File: src/rtl/bta_pkg.sv
package bta_pkg;

  typedef enum logic [2:0] {
    JK_SEQ  = 3'd0,
    JK_LONG = 3'd1,
    JK_PAGE = 3'd2,
    JK_REL  = 3'd3,
    JK_RELC = 3'd4,
    JK_IDX  = 3'd5,
    JK_RSV6 = 3'd6,
    JK_RSV7 = 3'd7
  } jump_kind_e;

endpackage

File: src/rtl/bta_page_splice.sv
// Keeps the page bits of base and replaces the in-page bits with field.
module bta_page_splice #(
  parameter int ADDR_W = 16,
  parameter int PAGE_W = 11
) (
  input  logic [ADDR_W-1:0] base,
  input  logic [PAGE_W-1:0] field,
  output logic [ADDR_W-1:0] addr
);
  localparam int HI_W = ADDR_W - PAGE_W;
  localparam logic [ADDR_W-1:0] HI_MASK = {{HI_W{1'b1}}, {PAGE_W{1'b0}}};

  logic [ADDR_W-1:0] field_ext;

  always_comb begin
    field_ext = {{HI_W{1'b0}}, field};
    addr      = (base & HI_MASK) | field_ext;
  end
endmodule

File: src/rtl/bta_rel_add.sv
// Adds a signed displacement to a base address, wrapping at 2^ADDR_W.
module bta_rel_add #(
  parameter int ADDR_W = 16,
  parameter int OFS_W  = 8
) (
  input  logic [ADDR_W-1:0] base,
  input  logic [OFS_W-1:0]  ofs,
  output logic [ADDR_W-1:0] addr
);
  logic [ADDR_W-1:0] ofs_ext;

  generate
    if (OFS_W < ADDR_W) begin : g_sext
      assign ofs_ext = {{(ADDR_W-OFS_W){ofs[OFS_W-1]}}, ofs};
    end else begin : g_full
      assign ofs_ext = ofs[ADDR_W-1:0];
    end
  endgenerate

  assign addr = base + ofs_ext;
endmodule

File: src/rtl/bta_idx_add.sv
// Adds an unsigned index to a base address, wrapping at 2^ADDR_W.
module bta_idx_add #(
  parameter int ADDR_W = 16,
  parameter int IDX_W  = 8
) (
  input  logic [ADDR_W-1:0] base,
  input  logic [IDX_W-1:0]  idx,
  output logic [ADDR_W-1:0] addr
);
  logic [ADDR_W-1:0] idx_ext;

  generate
    if (IDX_W < ADDR_W) begin : g_zext
      assign idx_ext = {{(ADDR_W-IDX_W){1'b0}}, idx};
    end else begin : g_full
      assign idx_ext = idx[ADDR_W-1:0];
    end
  endgenerate

  assign addr = base + idx_ext;
endmodule

File: src/rtl/bta_target_gen.sv
module bta_target_gen
  import bta_pkg::*;
#(
  parameter int ADDR_W = 16,
  parameter int PAGE_W = 11,
  parameter int OFS_W  = 8,
  parameter int ACC_W  = 8
) (
  input  logic              clk,
  input  logic              rst,
  input  logic              in_valid,
  input  logic [2:0]        kind,
  input  logic [ADDR_W-1:0] next_pc,
  input  logic [ADDR_W-1:0] long_addr,
  input  logic [PAGE_W-1:0] page_addr,
  input  logic [OFS_W-1:0]  rel_ofs,
  input  logic [ACC_W-1:0]  acc,
  input  logic [ADDR_W-1:0] dptr,
  input  logic              idx_use_pc,
  input  logic              cond_true,
  output logic              out_valid,
  output logic [ADDR_W-1:0] target,
  output logic              taken,
  output logic [ADDR_W-1:0] rd_addr
);
  localparam int HI_W = ADDR_W - PAGE_W;

  jump_kind_e        kind_e;
  logic [ADDR_W-1:0] page_tgt;
  logic [ADDR_W-1:0] rel_tgt;
  logic [ADDR_W-1:0] jmp_idx_tgt;
  logic [ADDR_W-1:0] rd_base;
  logic [ADDR_W-1:0] rd_nxt;
  logic [ADDR_W-1:0] tgt_nxt;
  logic              taken_nxt;

  assign kind_e  = jump_kind_e'(kind);
  assign rd_base = idx_use_pc ? next_pc : dptr;

  bta_page_splice #(.ADDR_W(ADDR_W), .PAGE_W(PAGE_W)) u_page (
    .base (next_pc),
    .field(page_addr),
    .addr (page_tgt)
  );

  bta_rel_add #(.ADDR_W(ADDR_W), .OFS_W(OFS_W)) u_rel (
    .base(next_pc),
    .ofs (rel_ofs),
    .addr(rel_tgt)
  );

  bta_idx_add #(.ADDR_W(ADDR_W), .IDX_W(ACC_W)) u_jmp_idx (
    .base(dptr),
    .idx (acc),
    .addr(jmp_idx_tgt)
  );

  bta_idx_add #(.ADDR_W(ADDR_W), .IDX_W(ACC_W)) u_rd_idx (
    .base(rd_base),
    .idx (acc),
    .addr(rd_nxt)
  );

  always_comb begin
    tgt_nxt   = next_pc;
    taken_nxt = 1'b0;
    case (kind_e)
      JK_LONG: begin tgt_nxt = long_addr;   taken_nxt = 1'b1; end
      JK_PAGE: begin tgt_nxt = page_tgt;    taken_nxt = 1'b1; end
      JK_REL:  begin tgt_nxt = rel_tgt;     taken_nxt = 1'b1; end
      JK_RELC: begin
        if (cond_true) begin
          tgt_nxt   = rel_tgt;
          taken_nxt = 1'b1;
        end
      end
      JK_IDX:  begin tgt_nxt = jmp_idx_tgt; taken_nxt = 1'b1; end
      default: begin tgt_nxt = next_pc;     taken_nxt = 1'b0; end
    endcase
  end

  always_ff @(posedge clk) begin
    if (rst) begin
      out_valid <= 1'b0;
      target    <= '0;
      taken     <= 1'b0;
      rd_addr   <= '0;
    end else begin
      out_valid <= in_valid;
      if (in_valid) begin
        target  <= tgt_nxt;
        taken   <= taken_nxt;
        rd_addr <= rd_nxt;
      end
    end
  end

  // outputs are clear in the first cycle after reset
  a_r1_reset_clear: assert property (@(posedge clk) disable iff (rst)
    $past(rst) |-> (!out_valid && !taken && target == '0 && rd_addr == '0));

  // out_valid tracks the accept strobe of the previous edge
  a_r2_valid_follows: assert property (@(posedge clk) disable iff (rst)
    !$past(rst) |-> (out_valid == $past(in_valid)));

  // idle cycles leave results untouched
  a_r2_hold_idle: assert property (@(posedge clk) disable iff (rst)
    (!$past(rst) && !$past(in_valid)) |-> ($stable(target) && $stable(taken) && $stable(rd_addr)));

  // long absolute target copies the operand
  a_r4_long_target: assert property (@(posedge clk) disable iff (rst)
    (!$past(rst) && $past(in_valid) && $past(kind) == 3'd1)
      |-> (taken && target == $past(long_addr)));

  // in-page target keeps the page bits of the following instruction
  a_r5_page_keep: assert property (@(posedge clk) disable iff (rst)
    (!$past(rst) && $past(in_valid) && $past(kind) == 3'd2)
      |-> (taken && target[ADDR_W-1:PAGE_W] == $past(next_pc[ADDR_W-1:PAGE_W])
           && target[PAGE_W-1:0] == $past(page_addr)));

  // a false condition falls through without taking
  a_r7_false_falls: assert property (@(posedge clk) disable iff (rst)
    (!$past(rst) && $past(in_valid) && $past(kind) == 3'd4 && !$past(cond_true))
      |-> (!taken && target == $past(next_pc)));

  // sequential and reserved codes never take
  a_r10_seq_not_taken: assert property (@(posedge clk) disable iff (rst)
    (!$past(rst) && $past(in_valid) && ($past(kind) == 3'd0 || $past(kind) >= 3'd6))
      |-> (!taken && target == $past(next_pc)));

  // Elaboration-time sanity on the page split
  initial begin
    a_page_fits: assert (HI_W > 0 && OFS_W <= ADDR_W && ACC_W <= ADDR_W);
  end
endmodule

File: config.mk
export PLATFORM = sky130hd
export DESIGN_NAME = bta_target_gen
export DESIGN_NICKNAME = d
export VERILOG_FILES = /design/src/rtl/bta_pkg.sv /design/src/rtl/bta_page_splice.sv /design/src/rtl/bta_rel_add.sv /design/src/rtl/bta_idx_add.sv /design/src/rtl/bta_target_gen.sv
export SDC_FILE = /design/constraint.sdc
export NUM_CORES = 1
export LEC_CHECK = 0
export BUFFER_PORTS_ARGS = -buffer_cell sky130_fd_sc_hd__buf_2
export CAP_MARGIN = 0
export CORE_ASPECT_RATIO = 1.1
export CORE_MARGIN = 5
export CORE_UTILIZATION = 45
export CTS_CLUSTER_SIZE = 14
export DETAILED_ROUTE_END_ITERATION = 8
export PLACE_DENSITY = 0.72
export SYNTH_ARGS = -nofsm -noshare
export SYNTH_HDL_FRONTEND = slang
export SYNTH_SLANG_ARGS = --single-unit
File: constraint.sdc
create_clock -name clk -period 4.2 [get_ports clk]
set_clock_uncertainty 0.05 [all_clocks]
set_input_delay 0.21 -clock clk [delete_from_list [all_inputs] [get_ports clk]]
set_output_delay 0.21 -clock clk [all_outputs]
set_load 0.03 [all_outputs]
# Word-level counts from Yosys, hierarchy flattened
# Index checks and enable logic that the tools add are counted.
dict set report classes {
  magnitude_cmp 0
  n_bitwise 1
  n_eq_ne 5
  add_sub_neg 3
  div_mod_pow 0
  mul 0
  n_reduce_logical 1
  n_shift 0
  n_mux 5
}
# cell count
set ops {}
lappend ops {{16-bit one-hot mux with 5 select lines} 1}
lappend ops {{16-bit by 8-bit adder with 16-bit output} 2}
lappend ops {{16-bit 2-to-1 mux} 2}
lappend ops {{16-bit adder} 1}
lappend ops {{16-bit by 11-bit bitwise OR with 16-bit output} 1}
lappend ops {{3-bit by 2-bit equality test with 1-bit output, second input constant} 2}
lappend ops {{3-bit equality test, second input constant} 2}
lappend ops {{4-bit OR reduction} 1}
lappend ops {{3-bit by 1-bit equality test with 1-bit output, second input constant} 1}
lappend ops {{1-bit one-hot mux with 2 select lines} 1}
lappend ops {{1-bit 2-to-1 mux} 1}
dict set report word_totals {
  input_bits 83
  ff_bits 34
  rom_bits 0
  latch_bits 0
  ram_bits 0
  memories 0
  wordCells 19
  output_inout_bits 34
}

# Longest topological paths before layout
# Gate-level depths: netlist of run 1.
dict set report depth {
  depth_word 3
  depth_mapped 12
  mapped_depth_nobuf 10
}

# Modules after synthesis
# A second synthesis of run 1 with hierarchy kept.
dict set report unflattened {
  hier_cells 488
  area_unflattened_um2 4032.6
}
# module seq_area_each_um2 cells_each area_per_inst_um2 n_inst
set modules_own_cells {}
lappend modules_own_cells {bta_target_gen 680.7 248 2160.8 1}
lappend modules_own_cells {bta_rel_add 0.0 98 724.4 1}
lappend modules_own_cells {{bta_idx_add at u_jmp_idx} 0.0 64 536.8 1}
lappend modules_own_cells {{bta_idx_add at u_rd_idx} 0.0 62 490.5 1}
lappend modules_own_cells {bta_page_splice 0.0 16 120.1 1}

# Least setup slack after synthesis of run 1
# OpenSTA, ideal clock, no wires.
dict set report synth_path {
  path_kind {input to register}
  from {in idx_use_pc}
  to {reg rd_addr[10]}
  arrival_time_ns 2.721
  path_slack_ns 1.297
  setup_time_ns 0.131
  path_buffers 2
  path_stages 12
  t_required_ns 4.019
  cell_sequence {buf_6 -> clkbuf_1 -> mux2_2 -> ha_1 -> inv_1 -> fa_1 -> nand2b_1 -> a21oi_1 -> o31ai_1 -> a2111oi_0 -> xor2_1 -> o21ai_0}
}
dict set report synth_via {
  elab_chain_cells 2
}
# item line
set synth_rtl {}
lappend synth_rtl {{start: declaration} bta_target_gen.sv:19} ;# input logic idx_use_pc,
lappend synth_rtl {{16-bit 2-to-1 mux} bta_target_gen.sv:38} ;# assign rd_base = idx_use_pc ? next_pc : dptr;
lappend synth_rtl {{16-bit by 8-bit adder with 16-bit output} bta_idx_add.sv:20} ;# assign addr = base + idx_ext;
lappend synth_rtl {{end signal: assignment} bta_target_gen.sv:93} ;# rd_addr <= rd_nxt;
lappend synth_rtl {{end: declaration} bta_target_gen.sv:24} ;# output logic [ADDR_W-1:0] rd_addr
# Every way passes these cells.
# A chain may end at the register's enable or synchronous reset.

# Final worst setup path of run 1
# Same ends and word-level chain as after synthesis.

==> results.sh, run 1 <==
export IMPL_run_status="finished, final reports clean"
export IMPL_p_sw_share_pct=40.9
export IMPL_crit_fanout=20
export IMPL_core_area_sq_um=8000
export IMPL_ctsResizeCount=0
export IMPL_first_pass_iters=5
export IMPL_wl_per_cell_um=17.2
export IMPL_cp_slowest_stage_delay_ns=0.53
export IMPL_avgSynthCellArea_sq_um=7.52
export IMPL_setup_viol=0
export IMPL_clkTransAtPathRegs_ns=0.07
export IMPL_p_int_mw=0.677
export IMPL_hp_start="next_pc[0]"
export IMPL_drt_total_wl_mm=12.1
export IMPL_syn_to_final_growth_pct=19.0
export IMPL_crit_family="compound AO/OA/AOI/OAI gates"
export IMPL_cp_start_kind="input pin"
export IMPL_grt_ovfl_total=0
export IMPL_slew_headroom_pct=52.5
export IMPL_leakage_nw=2.01
export IMPL_synth_edf_count=0
export IMPL_hpwl_mm=9.66
export IMPL_worst_ep_required_time_ns=4.31
export IMPL_post_synth_num_cell_types=58
export IMPL_die_h_um=106
export IMPL_initial_core_util_pct=46.7
export IMPL_synth_flop_cell="dfxtp_1"
export IMPL_fin_setup_tns_ns=0
export IMPL_root_buffer="clkbuf_8"
export IMPL_io_pins=117
export IMPL_clkLatencyLatePin_ns=0.29
export IMPL_layout_drive_gt1_share_pct=22.6
export IMPL_port_buffers=116
export IMPL_vias=4267
export IMPL_ys_ff_latch=34
export IMPL_peakVddDrop_uv=113
export IMPL_final_util_pct=55.5
export IMPL_final_hold_viol_count=0
export IMPL_tightest_slew_ns=0.711
export IMPL_grt_util_all_layers_pct=22.9
export IMPL_rsz0062_at_grt="false"
export IMPL_pwr_share_seq_pct=32.2
export IMPL_cts_sinks=34
export IMPL_h_tree_depth=2
export IMPL_drt_iter0_markers=227
export IMPL_timing_fmax_mhz=358
export IMPL_async_reset_ff_share_pct=0
export IMPL_worstSetupStartpoint="idx_use_pc"
export IMPL_r2r_start="target[13]$_SDFFE_PP0P_"
export IMPL_power_density_nw_per_um2=258
export IMPL_cp_slowest_cell="a2111oi_0"
export IMPL_antenna_found_initial=0
export IMPL_place_gp_congestion=0.937
export IMPL_nNetsFinal=715
export IMPL_arrival_ns=2.91
export IMPL_cp_end_kind="flop"
export IMPL_core_rowCount=34
export IMPL_drv_slew=0
export IMPL_p_sw_mw=0.468
export IMPL_worstSetupPathType="in -> reg"
export IMPL_cts_buffer_depth=2
export IMPL_drv_max_cap_violation_count=0
export IMPL_yosys_warnings=0
export IMPL_tritoncts="done"
export IMPL_detail_route_antenna_nets=0
export IMPL_first_global_vias=4164
export IMPL_die_w_um=96.8
export IMPL_dieArea_sq_um=10200
export IMPL_seq_area_frac_synth_pct=18.2
export IMPL_path_cells="buf_2, mux2_2, ha_1, inv_1, fa_1, nand2b_1, a21oi_1, o31ai_1, a2111oi_0, xor2_1, o21ai_0"
export IMPL_grt_pass1_wl_mm=19.6
export IMPL_critical_path_buf_inv_count=2
export IMPL_via_per_inst=6.04
export IMPL_synthesis_area_sq_um=3730
export IMPL_min_period_over_period_pct=66.6
export IMPL_hold_path_class="in -> reg"
export IMPL_grt_max_degree=34
export IMPL_cts_hold_buf=0
export IMPL_cts_buffers=5
export IMPL_post_cts_buffers=0
export IMPL_fillers=840
export IMPL_clkPwrFrac_pct=20.6
export IMPL_fin_crit_ns=2.80
export IMPL_syn_num_nets=613
export IMPL_pwr_share_comb_pct=47.2
export IMPL_drc=0
export IMPL_syn_inst=496
export IMPL_diodes=0
[layout by cell type (no fill, tap or decap), types with 5 or more instances in the layout]
| master | n |
|---|---|
| mux2i_1 | 16 |
| o211ai_1 | 12 |
| a21o_1 | 10 |
| ha_1 | 31 |
| nand2_1 | 37 |
| nor2b_1 | 13 |
| nor3_1 | 16 |
| inv_1 | 12 |
| a211oi_1 | 18 |
| xor2_1 | 7 |
| dfxtp_1 | 34 |
| and3_1 | 7 |
| a21oi_1 | 42 |
| buf_2 | 116 |
| xnor2_1 | 15 |
| a221oi_1 | 8 |
| o21ai_0 | 35 |
| or3_1 | 5 |
| a22oi_1 | 10 |
| a211o_1 | 6 |
| nand3_1 | 14 |
| nor2_1 | 50 |
| clkbuf_8 | 5 |
| mux2_2 | 8 |
[final timing paths]
| check | end | slack, ns | depth (start not counted) |
|---|---|---|---|
| max | rd_addr[10]$_SDFFE_PP0P_ | 1.40 | 11 |
| min | target[0]$_SDFFE_PP0P_ | 0.23 | 3 |
| max reg2reg | target[13]$_SDFFE_PP0P_ | 2.51 | 5 |
| min reg2reg | rd_addr[12]$_SDFFE_PP0P_ | 0.40 | 2 |
[per-layer routing]
layer	vias up	wire (um)	GRT usage [%]
met4	0	437	9.53
li1	2090	-	-
met3	33	779	4.03
met2	187	5600	38.9
met5	-	0	0
met1	1957	5330	28.7
[worst reg2reg max path, cell delays in order, from the launching register on]
cell      delay (ns)
dfxtp_1         0.33
a22oi_1         0.18
o211ai_1        0.14
or4_1           0.58
a22oi_1         0.20
o21ai_1         0.10
[cells in the mapped netlist, types with 4 or more instances]
master | n | area share [%]
clkbuf_1 | 20 | 2.0
o211ai_1 | 12 | 2.4
inv_1 | 12 | 1.2
o21ai_0 | 35 | 4.7
a211oi_1 | 18 | 3.6
a2111oi_0 | 4 | 0.94
dfxtp_1 | 34 | 18
nand2_1 | 37 | 3.7
a22oi_1 | 10 | 2.0
and3_1 | 7 | 1.2
or3_1 | 5 | 0.84
mux2_2 | 8 | 2.4
a21oi_1 | 42 | 5.6
xor2_1 | 7 | 1.6
xnor2_1 | 15 | 3.5
nand3_1 | 14 | 1.9
a221oi_1 | 8 | 1.9
a21o_1 | 10 | 2.0
nor2_1 | 50 | 5.0
ha_1 | 31 | 10
nor3_1 | 16 | 2.1
nand4_1 | 4 | 0.67
a211o_1 | 6 | 1.4
mux2i_1 | 16 | 4.3
nand2b_1 | 4 | 0.67
nor2b_1 | 13 | 2.2
[metrics by stage]
step                      std cells  cell area, sq um  hold slack (ns)  setup slack (ns)  power (mW)
after floorplan                 496              3730            0.363              1.30       0.747
after global placement          699              4360            0.388              1.30       0.899
after detailed placement        699              4360            0.389              1.18       0.908
after CTS                       706              4440            0.213              1.47        1.14
after global routing            706              4440            0.215              1.10        1.22
final                           706              4440            0.225              1.40        1.14
[power groups by stage]
stage	logic (mW)	registers [mW]	clock network, mW
2_1_floorplan	0.313	0.433	0
3_3_place_gp	0.524	0.375	0
3_5_place_dp	0.532	0.376	0
4_1_cts	0.536	0.369	0.237
5_1_grt	0.593	0.372	0.252
6_report	0.540	0.369	0.236
[area by class of cell]
| cell class | count | area (sq um) | share of cell area, % |
|---|---|---|---|
| Multi-Input combinational cell | 427 | 2910 | 65.6 |
| Timing Repair Buffer | 117 | 588 | 13.2 |
| Tap cell | 108 | 135 | 3.04 |
| Inverter | 13 | 48.8 | 1.10 |
| Sequential cell | 34 | 681 | 15.3 |
| Clock buffer | 7 | 76.3 | 1.72 |
[registers in the layout, summed over array words and instances, names as in the netlist]
signal     count
target        16
rd_addr       16
taken          1
out_valid      1
[logic make-up (layout without fill, tap and decap cells)]
family,after synthesis,count (layout),share of synthesized area [%]
compound gates,177,177,31.7
xor+xnor,22,22,5.16
fa+ha+maj,34,34,12.0
buf+inv,35,137,3.75
flops,34,34,18.2
mux,24,24,6.70
simple gates,170,170,22.4
Power figures use the tool's default switching activity.
==> run 2: changes to the inputs <==
PLACE_DENSITY = 0.75   (was 0.72)
clock period = 2.32 ns   (was 4.2 ns; I/O delays follow)
==> run 2 against run 1 <==
Final cell count rose by 5.0%; hold slack got worse by 0.079 ns; cell area rose by 7.1%; die area did not move; first-iteration DRC count rose by 6.6%; via count rose by 3.6%; utilization rose by 3.9 points; routed wire length rose by 2.8%; sequential share of layout area fell by 1.0 points.
==> results.sh, run 2 (synthesized netlist as in run 1, its figures left out) <==
export IMPL_run_status="finished, final reports clean"
export IMPL_final_hold_viol_count=0
export IMPL_worst_ep_required_time_ns=2.43
export IMPL_worstSetupStartpoint="next_pc[0]"
export IMPL_fin_crit_ns=2.19
export IMPL_core_rowCount=34
export IMPL_drt_iter0_markers=242
export IMPL_p_total_mw=2.16
export IMPL_place_gp_congestion=0.911
export IMPL_r2r_end="target[13]$_SDFFE_PP0P_"
export IMPL_critical_path_buf_inv_count=1
export IMPL_layout_drive_gt1_share_pct=28.1
export IMPL_drt_total_wl_mm=12.5
export IMPL_regArea_sq_um=681
export IMPL_final_util_pct=59.5
export IMPL_grt_max_degree=34
export IMPL_peakVddDrop_uv=225
export IMPL_drv_slew=0
export IMPL_r2r_start="target[13]$_SDFFE_PP0P_"
export IMPL_layout_commonest_cell="buf_2"
export IMPL_rsz0062_at_grt="false"
export IMPL_grt_pass1_wl_mm=20.3
export IMPL_setup_viol=0
export IMPL_multiInputGateArea_sq_um=2960
export IMPL_first_global_vias=4303
export IMPL_die_h_um=106
export IMPL_syn_to_final_growth_pct=27.4
export IMPL_final_cell_mix="buf_2, nor2_1, a21oi_1"
export IMPL_drc=0
export IMPL_root_buffer="clkbuf_8"
export IMPL_crit_end="target[12]$_SDFFE_PP0P_"
export IMPL_arrival_ns=2.30
export IMPL_post_cts_buffers=0
export IMPL_worstSetupPathType="in -> reg"
export IMPL_initial_core_util_pct=46.7
export IMPL_port_buffers=116
export IMPL_nNetsFinal=750
export IMPL_clkLatencyLatePin_ns=0.28
export IMPL_cts_buffers=5
export IMPL_cts_buffer_depth=2
export IMPL_diodes=0
export IMPL_vias=4420
export IMPL_cp_start_kind="input pin"
export IMPL_detail_route_antenna_nets=0
export IMPL_tightest_slew_ns=0.454
export IMPL_hold_path_class="in -> reg"
export IMPL_crit_family="compound AO/OA/AOI/OAI gates"
export IMPL_crit_fanout=4
export IMPL_cp_slowest_stage_delay_ns=0.47
export IMPL_dieArea_sq_um=10200
export IMPL_power_density_nw_per_um2=453
export IMPL_grt_ovfl_total=0
export IMPL_fillers=797
export IMPL_grt_util_all_layers_pct=23.6
export IMPL_leakage_nw=2.19
export IMPL_crit_cells=9
export IMPL_cp_end_kind="flop"
export IMPL_clkTransAtPathRegs_ns=0.07
export IMPL_top_regs="rd_addr: 16 flops, target: 16 flops"
export IMPL_path_cells="buf_2, ha_1, fa_1, a211oi_2, nor2_1, o211a_1, o41ai_1, xor2_1, o221ai_1"
export IMPL_cts_hold_buf=0
export IMPL_reg2reg_depth=5
export IMPL_timing_fmax_mhz=457
export IMPL_cp_slowest_cell="o41ai_1"
export IMPL_io_pins=117
export IMPL_tritoncts="done"
export IMPL_cts_sinks=34
export IMPL_die_w_um=96.8
export IMPL_r2r_slack_ns=0.69
export IMPL_whs_ns=0.146
export IMPL_core_area_sq_um=8000
export IMPL_antenna_found_initial=0
export IMPL_wl_per_cell_um=16.9
export IMPL_via_per_inst=5.96
export IMPL_hpwl_mm=10.2
export IMPL_first_pass_iters=4
export IMPL_drv_max_cap_violation_count=0
export IMPL_h_tree_depth=2
export IMPL_slew_headroom_pct=69.3
export IMPL_min_period_over_period_pct=94.3
## run 2: cell count changes in the layout (fill, tap and decap cells not counted), moves of 2 or more
| cell | change |
|---|---|
| buf_4 | +35 |
| a2111oi_0 | -3 |
| a21oi_1 | -2 |
| a2111oi_2 | +2 |
## run 2: cell type report
class                           count  area share, %
Inverter                           13           1.03
Sequential cell                    34           14.3
Timing Repair Buffer              152           17.9
Clock buffer                        7           1.60
Tap cell                          108           2.84
Multi-Input combinational cell    427           62.3
## run 2: worst register-to-register path: stages (launching register included)
cell      delay, ns
dfxtp_1        0.34
a22oi_1        0.16
o211ai_1       0.13
or4_1          0.56
a22oi_1        0.20
o21ai_1        0.08
## run 2: how the worst min path moves through the flow
| stage | from | end | slack (ns) | cells after the start |
|---|---|---|---|---|
| 6_report | long_addr[15] | target[15]$_SDFFE_PP0P_ | 0.15 | 4 |
| 4_1_cts | long_addr[15] | target[15]$_SDFFE_PP0P_ | 0.15 | 4 |
| 3_5_place_dp | target[9]$_SDFFE_PP0P_ | target[9]$_SDFFE_PP0P_ | 0.39 | 2 |
| 2_1_floorplan | next_pc[0] | target[0]$_SDFFE_PP0P_ | 0.27 | 2 |
| 5_1_grt | long_addr[15] | target[15]$_SDFFE_PP0P_ | 0.17 | 4 |
| 3_3_place_gp | rd_addr[12]$_SDFFE_PP0P_ | rd_addr[12]$_SDFFE_PP0P_ | 0.39 | 2 |
## run 2: through the flow
stage          instance area (sq um)  cells  setup slack [ns]  setup TNS (ns)
4_1_cts                         4740    741            0.0833               0
5_1_grt                         4760    741           0.00393               0
3_3_place_gp                    4660    734           -0.0480         -0.0982
3_5_place_dp                    4660    734            -0.204          -0.858
2_1_floorplan                   3780    496           -0.0161         -0.0300
6_report                        4760    741             0.133               0
## run 2: what timing repair did
item / CTS / global route
endpoints found under the hold margin: 0 / 0
setup endpoints to repair: 0 / 5
resized for setup: 0 / 4
## run 2: metal layers
metal | global-route usage [%] | wire (um) | vias to the layer above | part of all wire, %
li1 | - | - | 2165 | -
met1 | 29.6 | 5380 | 2052 | 43
met2 | 40.8 | 5950 | 175 | 48
met3 | 4.23 | 842 | 28 | 6.7
met4 | 7.62 | 316 | 0 | 2.5
met5 | 0 | 0 | - | 0
## run 2: power breakdown
part / switching, mW / total [mW] / internal [mW] / leakage (nW)
clock: 0.216 / 0.423 / 0.207 / 0.0383
combinational: 0.624 / 1.07 / 0.442 / 1.87
sequential: 0.0287 / 0.667 / 0.638 / 0.282
